$ cat src/rtl/vsg_pkg.sv
package vsg_pkg;

    localparam int LINE_W  = 10;   // line counter, 1..1024 lines
    localparam int VREG_W  = 11;   // line-valued registers up to 1024
    localparam int TICK_W  = 12;   // tick counter and pixel-valued fields
    localparam int HSTEP_W = 9;    // clamp steps of 16 ticks
    localparam int HSTEP_SH = 4;   // log2 of ticks per clamp step

    localparam logic [3:0] ADDR_LINES  = 4'd0;
    localparam logic [3:0] ADDR_HPER   = 4'd1;
    localparam logic [3:0] ADDR_VDLY   = 4'd2;
    localparam logic [3:0] ADDR_HDLY   = 4'd3;
    localparam logic [3:0] ADDR_VCB    = 4'd4;
    localparam logic [3:0] ADDR_VCE    = 4'd5;
    localparam logic [3:0] ADDR_HCB    = 4'd6;
    localparam logic [3:0] ADDR_HCE    = 4'd7;
    localparam logic [3:0] ADDR_WIN_W  = 4'd8;
    localparam logic [3:0] ADDR_WIN_H  = 4'd9;
    localparam logic [3:0] ADDR_PIXNS  = 4'd10;
    localparam logic [3:0] ADDR_STATUS = 4'd11;

    typedef enum logic [1:0] {
        V_SYNC,
        V_TOP,
        V_ACTIVE,
        V_BOTTOM
    } vregion_e;

    typedef struct packed {
        logic [LINE_W-1:0]  lines_m1;
        logic [TICK_W-1:0]  hper_m1;
        logic [VREG_W-1:0]  vdelay;
        logic [TICK_W-1:0]  hdelay;
        logic [VREG_W-1:0]  vcb;
        logic [VREG_W-1:0]  vce;
        logic [HSTEP_W-1:0] hcb;
        logic [HSTEP_W-1:0] hce;
        logic [TICK_W-1:0]  win_w;
        logic [LINE_W-1:0]  win_h;
        logic [TICK_W-1:0]  pix_ns;
    } cfg_t;

endpackage

$ cat src/rtl/vsg_regs.sv
module vsg_regs
    import vsg_pkg::*;
#(
    parameter cfg_t RST_CFG       = '0,
    parameter int   MIN_HDELAY_NS = 2000
) (
    input  logic              clk,
    input  logic              rst,
    input  logic              wr_en,
    input  logic [3:0]        wr_addr,
    input  logic [TICK_W-1:0] wr_data,
    input  logic              field_end,
    output cfg_t              act,
    output logic [1:0]        status_clr,
    output logic              cfg_err
);

    localparam int PROD_W = 2 * TICK_W;
    localparam logic [PROD_W-1:0] MIN_PROD = PROD_W'(MIN_HDELAY_NS);

    cfg_t shd;
    logic [PROD_W-1:0] delay_prod;

    assign delay_prod = PROD_W'(shd.hdelay) * PROD_W'(shd.pix_ns);
    assign status_clr = (wr_en && (wr_addr == ADDR_STATUS)) ? wr_data[1:0] : 2'b00;

    always_ff @(posedge clk) begin
        if (rst) begin
            shd <= RST_CFG;
        end else if (wr_en) begin
            case (wr_addr)
                ADDR_LINES: shd.lines_m1 <= wr_data[LINE_W-1:0];
                ADDR_HPER:  shd.hper_m1  <= wr_data;
                ADDR_VDLY:  shd.vdelay   <= wr_data[VREG_W-1:0];
                ADDR_HDLY:  shd.hdelay   <= wr_data;
                ADDR_VCB:   shd.vcb      <= wr_data[VREG_W-1:0];
                ADDR_VCE:   shd.vce      <= wr_data[VREG_W-1:0];
                ADDR_HCB:   shd.hcb      <= wr_data[HSTEP_W-1:0];
                ADDR_HCE:   shd.hce      <= wr_data[HSTEP_W-1:0];
                ADDR_WIN_W: shd.win_w    <= wr_data;
                ADDR_WIN_H: shd.win_h    <= wr_data[LINE_W-1:0];
                ADDR_PIXNS: shd.pix_ns   <= wr_data;
                default:    ;
            endcase
        end
    end

    always_ff @(posedge clk) begin
        if (rst) begin
            act <= RST_CFG;
        end else if (field_end) begin
            act <= shd;
        end
    end

    always_ff @(posedge clk) begin
        if (rst) begin
            cfg_err <= 1'b0;
        end else begin
            cfg_err <= (delay_prod <= MIN_PROD);
        end
    end

endmodule

$ cat src/rtl/vsg_hcount.sv
module vsg_hcount
    import vsg_pkg::*;
#(
    parameter int HS_TICKS = 157
) (
    input  logic               clk,
    input  logic               rst,
    input  logic               pix_en,
    input  logic [TICK_W-1:0]  hper_m1,
    input  logic [HSTEP_W-1:0] hcb,
    input  logic [HSTEP_W-1:0] hce,
    input  logic [TICK_W-1:0]  hdelay,
    input  logic [TICK_W-1:0]  win_w,
    output logic               line_end,
    output logic               hsync,
    output logic               hclamp,
    output logic               hwin
);

    localparam int EXT_W = TICK_W + 1;
    localparam logic [TICK_W-1:0] HS_END = TICK_W'(HS_TICKS);
    localparam logic [TICK_W-1:0] PCNT_MAX = '1;

    logic [TICK_W-1:0] hcnt;
    logic [TICK_W-1:0] pcnt;
    logic [EXT_W-1:0]  hc_beg, hc_end, win_beg, win_end;

    assign hc_beg  = {hcb, {HSTEP_SH{1'b0}}};
    assign hc_end  = {hce, {HSTEP_SH{1'b0}}};
    assign win_beg = {1'b0, hdelay};
    assign win_end = {1'b0, hdelay} + {1'b0, win_w};

    assign line_end = (hcnt >= hper_m1);

    always_ff @(posedge clk) begin
        if (rst || line_end) begin
            hcnt <= '0;
        end else begin
            hcnt <= hcnt + 1'b1;
        end
    end

    always_ff @(posedge clk) begin
        if (rst || line_end) begin
            pcnt <= '0;
        end else if (pix_en && (pcnt != PCNT_MAX)) begin
            pcnt <= pcnt + 1'b1;
        end
    end

    always_comb begin
        hsync  = (hcnt < HS_END);
        hclamp = ({1'b0, hcnt} >= hc_beg) && ({1'b0, hcnt} < hc_end);
        hwin   = ({1'b0, pcnt} >= win_beg) && ({1'b0, pcnt} < win_end);
    end

endmodule

$ cat src/rtl/vsg_vfsm.sv
module vsg_vfsm
    import vsg_pkg::*;
#(
    parameter int VS_LINES = 3
) (
    input  logic              clk,
    input  logic              rst,
    input  logic              line_end,
    input  logic [LINE_W-1:0] lines_m1,
    input  logic [VREG_W-1:0] vdelay,
    input  logic [LINE_W-1:0] win_h,
    input  logic [VREG_W-1:0] vcb,
    input  logic [VREG_W-1:0] vce,
    output logic              field_end,
    output logic              vsync,
    output logic              vclamp,
    output logic              vwin
);

    localparam int EXT_W = VREG_W + 1;
    localparam logic [EXT_W-1:0] VS_END = EXT_W'(VS_LINES);

    vregion_e          state, state_nxt;
    logic [LINE_W-1:0] lcnt, lnext;
    logic [EXT_W-1:0]  nl_ext, dly_ext, vend;

    assign field_end = line_end && (lcnt >= lines_m1);
    assign lnext     = (lcnt >= lines_m1) ? '0 : lcnt + 1'b1;
    assign nl_ext    = EXT_W'(lnext);
    assign dly_ext   = EXT_W'(vdelay);
    assign vend      = EXT_W'(vdelay) + EXT_W'(win_h);

    always_ff @(posedge clk) begin
        if (rst) begin
            lcnt <= '0;
        end else if (line_end) begin
            lcnt <= lnext;
        end
    end

    always_comb begin
        state_nxt = state;
        if (line_end) begin
            if (lnext == '0) begin
                state_nxt = V_SYNC;                          // T_WRAP
            end else begin
                unique case (state)
                    V_SYNC: begin
                        if (nl_ext >= VS_END) begin
                            if (nl_ext < dly_ext) begin
                                state_nxt = V_TOP;           // T_SYNC_DONE
                            end else if (nl_ext < vend) begin
                                state_nxt = V_ACTIVE;        // T_SYNC_SKIP
                            end else begin
                                state_nxt = V_BOTTOM;        // T_SYNC_SKIP
                            end
                        end
                    end
                    V_TOP: begin
                        if (nl_ext >= dly_ext) begin
                            state_nxt = (nl_ext < vend) ? V_ACTIVE : V_BOTTOM; // T_TOP_DONE
                        end
                    end
                    V_ACTIVE: begin
                        if (nl_ext >= vend) begin
                            state_nxt = V_BOTTOM;            // T_ACTIVE_DONE
                        end
                    end
                    V_BOTTOM: state_nxt = V_BOTTOM;
                endcase
            end
        end
    end

    always_ff @(posedge clk) begin
        if (rst) begin
            state <= V_SYNC;
        end else begin
            state <= state_nxt;
        end
    end

    always_comb begin
        vsync = 1'b0;
        vwin  = 1'b0;
        unique case (state)
            V_SYNC:   vsync = 1'b1;
            V_TOP:    ;
            V_ACTIVE: vwin  = 1'b1;
            V_BOTTOM: ;
        endcase
        vclamp = ({1'b0, lcnt} >= vcb) && ({1'b0, lcnt} < vce);
    end

endmodule

$ cat src/rtl/vsg_top.sv
module vsg_top
    import vsg_pkg::*;
#(
    parameter int HS_TICKS      = 157,
    parameter int VS_LINES      = 3,
    parameter int MIN_HDELAY_NS = 2000,
    parameter int RST_LINES_M1  = 624,
    parameter int RST_HPER_M1   = 2132,
    parameter int RST_VDELAY    = 32,
    parameter int RST_HDELAY    = 72,
    parameter int RST_VCB       = 0,
    parameter int RST_VCE       = 4,
    parameter int RST_HCB       = 0,
    parameter int RST_HCE       = 10,
    parameter int RST_WIN_W     = 480,
    parameter int RST_WIN_H     = 250,
    parameter int RST_PIX_NS    = 83
) (
    input  logic        clk,
    input  logic        rst,
    input  logic        pix_en,
    input  logic        wr_en,
    input  logic [3:0]  wr_addr,
    input  logic [11:0] wr_data,
    output logic        hsync,
    output logic        vsync,
    output logic        hclamp,
    output logic        vclamp,
    output logic        disp_win,
    output logic        h_irq,
    output logic        v_irq,
    output logic [1:0]  irq_status,
    output logic        cfg_err
);

    localparam cfg_t RST_CFG = '{
        lines_m1: LINE_W'(RST_LINES_M1),
        hper_m1:  TICK_W'(RST_HPER_M1),
        vdelay:   VREG_W'(RST_VDELAY),
        hdelay:   TICK_W'(RST_HDELAY),
        vcb:      VREG_W'(RST_VCB),
        vce:      VREG_W'(RST_VCE),
        hcb:      HSTEP_W'(RST_HCB),
        hce:      HSTEP_W'(RST_HCE),
        win_w:    TICK_W'(RST_WIN_W),
        win_h:    LINE_W'(RST_WIN_H),
        pix_ns:   TICK_W'(RST_PIX_NS)
    };

    cfg_t       act;
    logic [1:0] status_clr;
    logic       field_end, line_end;
    logic       hwin, vwin;
    logic       hsync_q, vsync_q;

    vsg_regs #(
        .RST_CFG      (RST_CFG),
        .MIN_HDELAY_NS(MIN_HDELAY_NS)
    ) u_regs (
        .clk       (clk),
        .rst       (rst),
        .wr_en     (wr_en),
        .wr_addr   (wr_addr),
        .wr_data   (wr_data),
        .field_end (field_end),
        .act       (act),
        .status_clr(status_clr),
        .cfg_err   (cfg_err)
    );

    vsg_hcount #(
        .HS_TICKS(HS_TICKS)
    ) u_hcount (
        .clk     (clk),
        .rst     (rst),
        .pix_en  (pix_en),
        .hper_m1 (act.hper_m1),
        .hcb     (act.hcb),
        .hce     (act.hce),
        .hdelay  (act.hdelay),
        .win_w   (act.win_w),
        .line_end(line_end),
        .hsync   (hsync),
        .hclamp  (hclamp),
        .hwin    (hwin)
    );

    vsg_vfsm #(
        .VS_LINES(VS_LINES)
    ) u_vfsm (
        .clk      (clk),
        .rst      (rst),
        .line_end (line_end),
        .lines_m1 (act.lines_m1),
        .vdelay   (act.vdelay),
        .win_h    (act.win_h),
        .vcb      (act.vcb),
        .vce      (act.vce),
        .field_end(field_end),
        .vsync    (vsync),
        .vclamp   (vclamp),
        .vwin     (vwin)
    );

    // Edge history resets high so the sync level present at reset raises no strobe.
    always_ff @(posedge clk) begin
        if (rst) begin
            hsync_q <= 1'b1;
            vsync_q <= 1'b1;
        end else begin
            hsync_q <= hsync;
            vsync_q <= vsync;
        end
    end

    assign h_irq    = hsync & ~hsync_q;
    assign v_irq    = vsync & ~vsync_q;
    assign disp_win = hwin & vwin;

    always_ff @(posedge clk) begin
        if (rst) begin
            irq_status <= 2'b00;
        end else begin
            irq_status <= (irq_status & ~status_clr) | {v_irq, h_irq};
        end
    end

endmodule

$ cat config.mk
export PLATFORM = sky130hd
export DESIGN_NAME = vsg_top
export DESIGN_NICKNAME = d
export VERILOG_FILES = /design/src/rtl/vsg_pkg.sv /design/src/rtl/vsg_regs.sv /design/src/rtl/vsg_hcount.sv /design/src/rtl/vsg_vfsm.sv /design/src/rtl/vsg_top.sv
export SDC_FILE = /design/constraint.sdc
export NUM_CORES = 1
export LEC_CHECK = 0
export ABC_CLOCK_PERIOD_IN_PS = 5700
export BUFFER_PORTS_ARGS = -buffer_cell sky130_fd_sc_hd__buf_2
export CORE_MARGIN = 8
export CORE_UTILIZATION = 49
export CTS_CLUSTER_DIAMETER = 30
export DETAILED_ROUTE_END_ITERATION = 12
export PLACE_DENSITY = 0.67
export SLEW_MARGIN = 20
export SYNTH_ARGS = -nofsm -noshare
export SYNTH_HDL_FRONTEND = slang
export SYNTH_SLANG_ARGS = --single-unit
$ cat constraint.sdc
create_clock -name clk -period 5.7 [get_ports clk]
set_clock_uncertainty 0.1 [all_clocks]
set_input_delay 0.855 -clock clk [delete_from_list [all_inputs] [get_ports clk]]
set_output_delay 0.855 -clock clk [all_outputs]
set_load 0.02 [all_outputs]
Word level (Yosys, flattened, before mapping)
Index checks and enable logic that the tools add are counted.

storage, ports and cells
  flip-flop bits (word level) = 267
  input bits = 20
  logic and storage cells = 109

cells by class
  multiplexer cells = 11
  multiply operators = 1
  add/subtract/negate cells = 5
  order comparisons = 15
  equality and inequality tests = 18
  bitwise gates (word level) = 8
  reduce and logical (&&, ||, !) cells = 22

operators with widths
  operator               count
  $lt 12x13->1           2
  $add 12x1->12 const B  2
  $ge 12x12->1           2
  $le 24x11->1 const B   1
  $mul 12x12->24         1
  $ge 10x11->1           2
  $lt 10x11->1           2
  $reduce_and 2->1       11
  $eq 4x3->1 const B     4
  $eq 4x4->1 const B     4
  $add 12x12->13         1
  $ge 12x13->1           1
  $add 11x10->12         1
  $ge 10x12->1           1
  $lt 10x12->1           1
  $lt 12x8->1 const B    1
  $mux 2                 6
  $ne 12x12->1 const B   1
  $add 10x1->10 const B  1
  $ge 10x10->1           1
  $ge 10x2->1 const B    1
  $logic_not 10->1       1
  $mux 10                1
  $ne 3x1->1 const B     3
  other kinds (16)       28

Longest topological paths before layout
  depth after elaboration = 8
  depth in mapped cells = 21
  gate-level depth less buffers = 20

Cells and area by module
A second synthesis with hierarchy kept.

second synthesis, totals
  cells, all modules = 2126
  area total of the unflattened synthesis = 18885.6 um^2

modules (own cells, without submodules)
  module      area each (um^2)  instances  cells each  seq. area each (um^2)
  vsg_regs    13321.5           1          1439        4784.6
  vsg_hcount  2941.6            1          349         480.5
  vsg_vfsm    2463.6            1          325         240.2
  vsg_top     158.9             1          13          80.1

Least setup slack after synthesis
OpenSTA, ideal clock, no wires.

  kind = reg-to-reg
  start = reg u_regs.shd[11] in the netlist's numbering
  end = reg u_regs.cfg_err
  period minus slack after synthesis = 5379 ps
  data required time = 5522 ps
  data arrival time = 5201 ps
  cell stages (with the launch flop) = 20
  buffers on the path = 1
  library setup time = 78 ps
  slack = 321 ps
  path through = dfxtp_1 > clkbuf_1 > nand2_1 > fa_1 > fa_1 > inv_1 > fa_1 > fa_1 > inv_1 > fa_1 > inv_1 > ha_1 > and3_1 > o21a_1 > a311oi_2 > xnor2_1 > o311ai_0 > a311oi_1 > nand4_1 > nor3_1

on the way
  longest elaborated chain between the ends = 2

RTL lines
  item                    RTL line        text
  start: declaration      vsg_regs.sv:21  cfg_t shd;
  $mul 12x12->24          vsg_regs.sv:24  assign delay_prod = PROD_W'(shd.hdelay) * PROD_W'(shd.pix_ns);
  $le 24x11->1            vsg_regs.sv:60  cfg_err <= (delay_prod <= MIN_PROD);
  end signal: assignment  vsg_regs.sv:60
  end: declaration        vsg_regs.sv:15  output logic cfg_err

Every way passes these cells.
A chain may end at the register's enable or synchronous reset.

Final worst setup path
Ends and elaborated chain as after synthesis.

==> flow_summary.yaml <==
run:
  max-cap-violations: 0
cts:
  path_clk_slew_ns: 0.04
  cts_root_buffer: "clkbuf_16"
  cts_buffers: 58
  cts_htree_levels: 2
  cts_tree: "yes"
  cts_sinks: 267
  worstSkewPairLatency_ns: 0.60
  clockBufferDepth: 3
  post_cts_buffers: 0
routing:
  antenna_left: 0
  drt_wl_total_mm: 43.7
  routedWlPerCell_um: 16.6
  drc: 0
  firstDrtPassIters: 5
  drtIter0Drc: 867
  via_per_inst: 5.37
  vias: 14100
final_layout:
  multi_input_area_um2: 11400
  nFillCells: 3221
  syn_to_final_growth_pct: 14.9
  final_cell_area_um2: 20600
  drive_above_1_share_pct: 9.07
  fin_nets: 2421
  regArea_um2: 5360
  diodes: 0
  final_cells: 2628
worst_setup_path:
  rrSetupSlack_ns: 0.28
  crit_type: "flop to flop"
  cp-end-kind: "flop"
  arrival_ns: 5.79
  cpMostUsedCell: "fa_1"
  worst-r2r-cell-count: 17
  r2r-end: "u_regs.cfg_err$_SDFF_PP0_"
  crit_family: "adder cells"
  timing.critical_path.depth: 17
  cp.required_ns: 6.07
  cp_num_buf_inv: 2
  slowest_stage: "fa_1"
  start_kind: "flop"
  timing.rr.start: "u_regs.shd[11]$_SDFFE_PP0P_"
  path_cells: "buf_4 > and2_1 > fa_1 > fa_1 > fa_1 > fa_1 > fa_1 > ha_2 > a21o_1 > o21a_1 > a311oi_2 > buf_4 > o31ai_1 > o21a_1 > o221a_1 > o21ai_1 > nor3_2"
  crit_path_max_fanout: 11
  critical-path-max-stage-delay_ns: 0.55
yosys:
  synth_edf_count: 0
  avgSynthCellArea_um2: 8.62
  synthTopCellsByCount: "nand2_1 (315), dfxtp_1 (267), inv_1 (225)"
  synth_largest_area_cell: "dfxtp_1"
  synth_top_area_share_pct: 29.8
  syn-instance-count: 2084
  syn_area_um2: 18000
  ys_seq_area_share_pct: 29.8
  synth_ff_type: "dfxtp_1"
  synth_async_sr_flop_share_pct: 0
  synth.area.top_cells: "dfxtp_1 (30%), ha_1 (13%), fa_1 (11%)"
  synth_fp_nets: 2393
  synth_seq_cells: 267
  synth.most_common_cell: "nand2_1"
  synth_cell_types: 70
  yosys_warnings: 0
min_path:
  hold_class: "flop to flop"
  hp-start: "u_regs.shd[25]$_SDFFE_PP0P_"
  min_to: "u_regs.shd[25]$_SDFFE_PP0P_"
  holdPathStages: 2
timing:
  holdWs_ns: 0.352
  fin_ws_ns: 0.276
  final_max_slew_viol_count: 0
  tightest_slew_ns: 1.14
  hold_viol: 0
  slew_headroom_pct: 23.6
  period_minus_slack_ns: 5.42
  grt_setup_unrepaired: "no"
  min_period_over_period_pct: 95.2
  tns_ns: 0
  setup_viol: 0
  max_freq_mhz: 184
die:
  start_util_pct: 49.4
  io_pins: 30
  rows: 70
  die_w_um: 207
  die-area_um2: 43000
  core_area_um2: 36300
  die_y_um: 207
power_and_ir_drop:
  cellPowerDensity_nw_per_um2: 272
  ir_worst_vdd_mv: 0.236
  p_leak_nw: 9.91
placement:
  routabilityCongestion: 0.921
  place_inst: 2520
  place_ws_ns: 0.110
  dp_hpwl_mm: 31.5
  placed_area_um2: 18500
  io_buffers: 29
global_route:
  grt_antenna_before_repair: 0
  grt_pass1_vias: 14500
  grt_overflow: 0
  grt_max_degree: 99
  grt_pass1_wl_mm: 72.8
  grt_use_total_pct: 20.4
status:
  status: "finished, final reports clean"
-- metal layers --
metal / vias to the layer above / routed length (um) / global-route usage, %
met5: - / 0 / 0
met4: 0 / 1290 / 7.49
met3: 80 / 1890 / 3.82
met2: 304 / 20700 / 34.5
met1: 6781 / 19800 / 25.6
li1: 6945 / - / -
-- worst min-delay path: stages (launching register included) --
cell	delay (ns)
dfxtp_1	0.30
nand2_1	0.05
a21oi_1	0.05
-- where the power goes --
part / internal [mW] / switching (mW) / leakage [nW]
combinational: 0.0817 / 0.165 / 6.76
clock: 2.36 / 1.11 / 0.997
sequential: 1.89 / 0.0153 / 2.16
-- state kept, by name, summed over array words and instances (netlist names) --
signal          count
u_vfsm.lcnt        10
hsync_q             1
u_hcount.pcnt      12
irq_status          2
vsync_q             1
u_hcount.hcnt      12
u_vfsm.state        2
u_regs.shd        119
u_regs.cfg_err      1
u_regs.act        107
-- worst max-delay path by stage --
stage	slack [ns]	startpoint	endpoint
5_1_grt	0.006	u_regs.shd[77]$_SDFFE_PP1P_	u_regs.cfg_err$_SDFF_PP0_
3_3_place_gp	0.23	u_regs.shd[5]$_SDFFE_PP0P_	u_regs.cfg_err$_SDFF_PP0_
6_report	0.28	u_regs.shd[11]$_SDFFE_PP0P_	u_regs.cfg_err$_SDFF_PP0_
3_5_place_dp	0.11	u_regs.shd[5]$_SDFFE_PP0P_	u_regs.cfg_err$_SDFF_PP0_
4_1_cts	0.08	u_regs.shd[5]$_SDFFE_PP0P_	u_regs.cfg_err$_SDFF_PP0_
2_1_floorplan	0.32	u_regs.shd[11]$_SDFFE_PP0P_	u_regs.cfg_err$_SDFF_PP0_
-- final cells by class --
| type | instances | area share (%) |
|---|---|---|
| sequential | 267 | 26.0 |
| clock inverter | 36 | 2.23 |
| inverter | 225 | 4.09 |
| timing repair buffer | 61 | 1.93 |
| multi-input combinational | 1499 | 55.1 |
| tap | 468 | 2.84 |
| clock buffer | 72 | 7.79 |
-- cell usage in the layout, fill, tap and decap left out, types with 8 or more instances in the layout --
cell type  Yosys  layout
nor2_1       203     202
nor3_1        18      17
nand4_1       17      17
xnor2_1       28      28
nor2b_1       10      10
and2_1        64      64
mux2i_1      160     160
ha_1         187     184
nand3_1       54      53
fa_1         102     102
dfxtp_2        0       9
bufinv_16      0       8
a21oi_1      107     106
buf_2          4      28
clkinv_2       0      10
xor2_1        28      28
inv_1        225     224
buf_4          7      30
nand2b_1      19      19
nand2_1      315     315
o21ai_0       38      38
clkbuf_16      0      60
a21o_1        25      25
dfxtp_1      267     257
a211oi_1      10      10
o21a_1         9       9
-- what timing repair did --
| action | 4_1_cts | 5_1_grt |
|---|---|---|
| gates resized for setup | 0 | 21 |
| hold buffers | 0 | 0 |
| endpoints found under the setup margin | 0 | 1 |
-- through the flow --
| stage | utilization, % | power, mW |
|---|---|---|
| after CTS | 56.6 | 5.67 |
| after global routing | 56.8 | 5.80 |
| final | 56.8 | 5.62 |
| after floorplan | - | 2.10 |
| after detailed placement | 51.0 | 2.18 |
| after global placement | 51.0 | 2.17 |
-- kinds of logic after synthesis --
kind of cell | after synthesis | share of synthesized area [%]
AO/OA/AOI/OAI | 259 | 9.08
XOR/XNOR | 56 | 2.73
adder cells (fa/ha/maj) | 289 | 24.4
buffers and inverters | 318 | 7.11
flip-flops | 267 | 29.8
multiplexers | 160 | 8.92
AND/OR/NAND/NOR | 735 | 18.0
(Power assumes the default switching activity.)
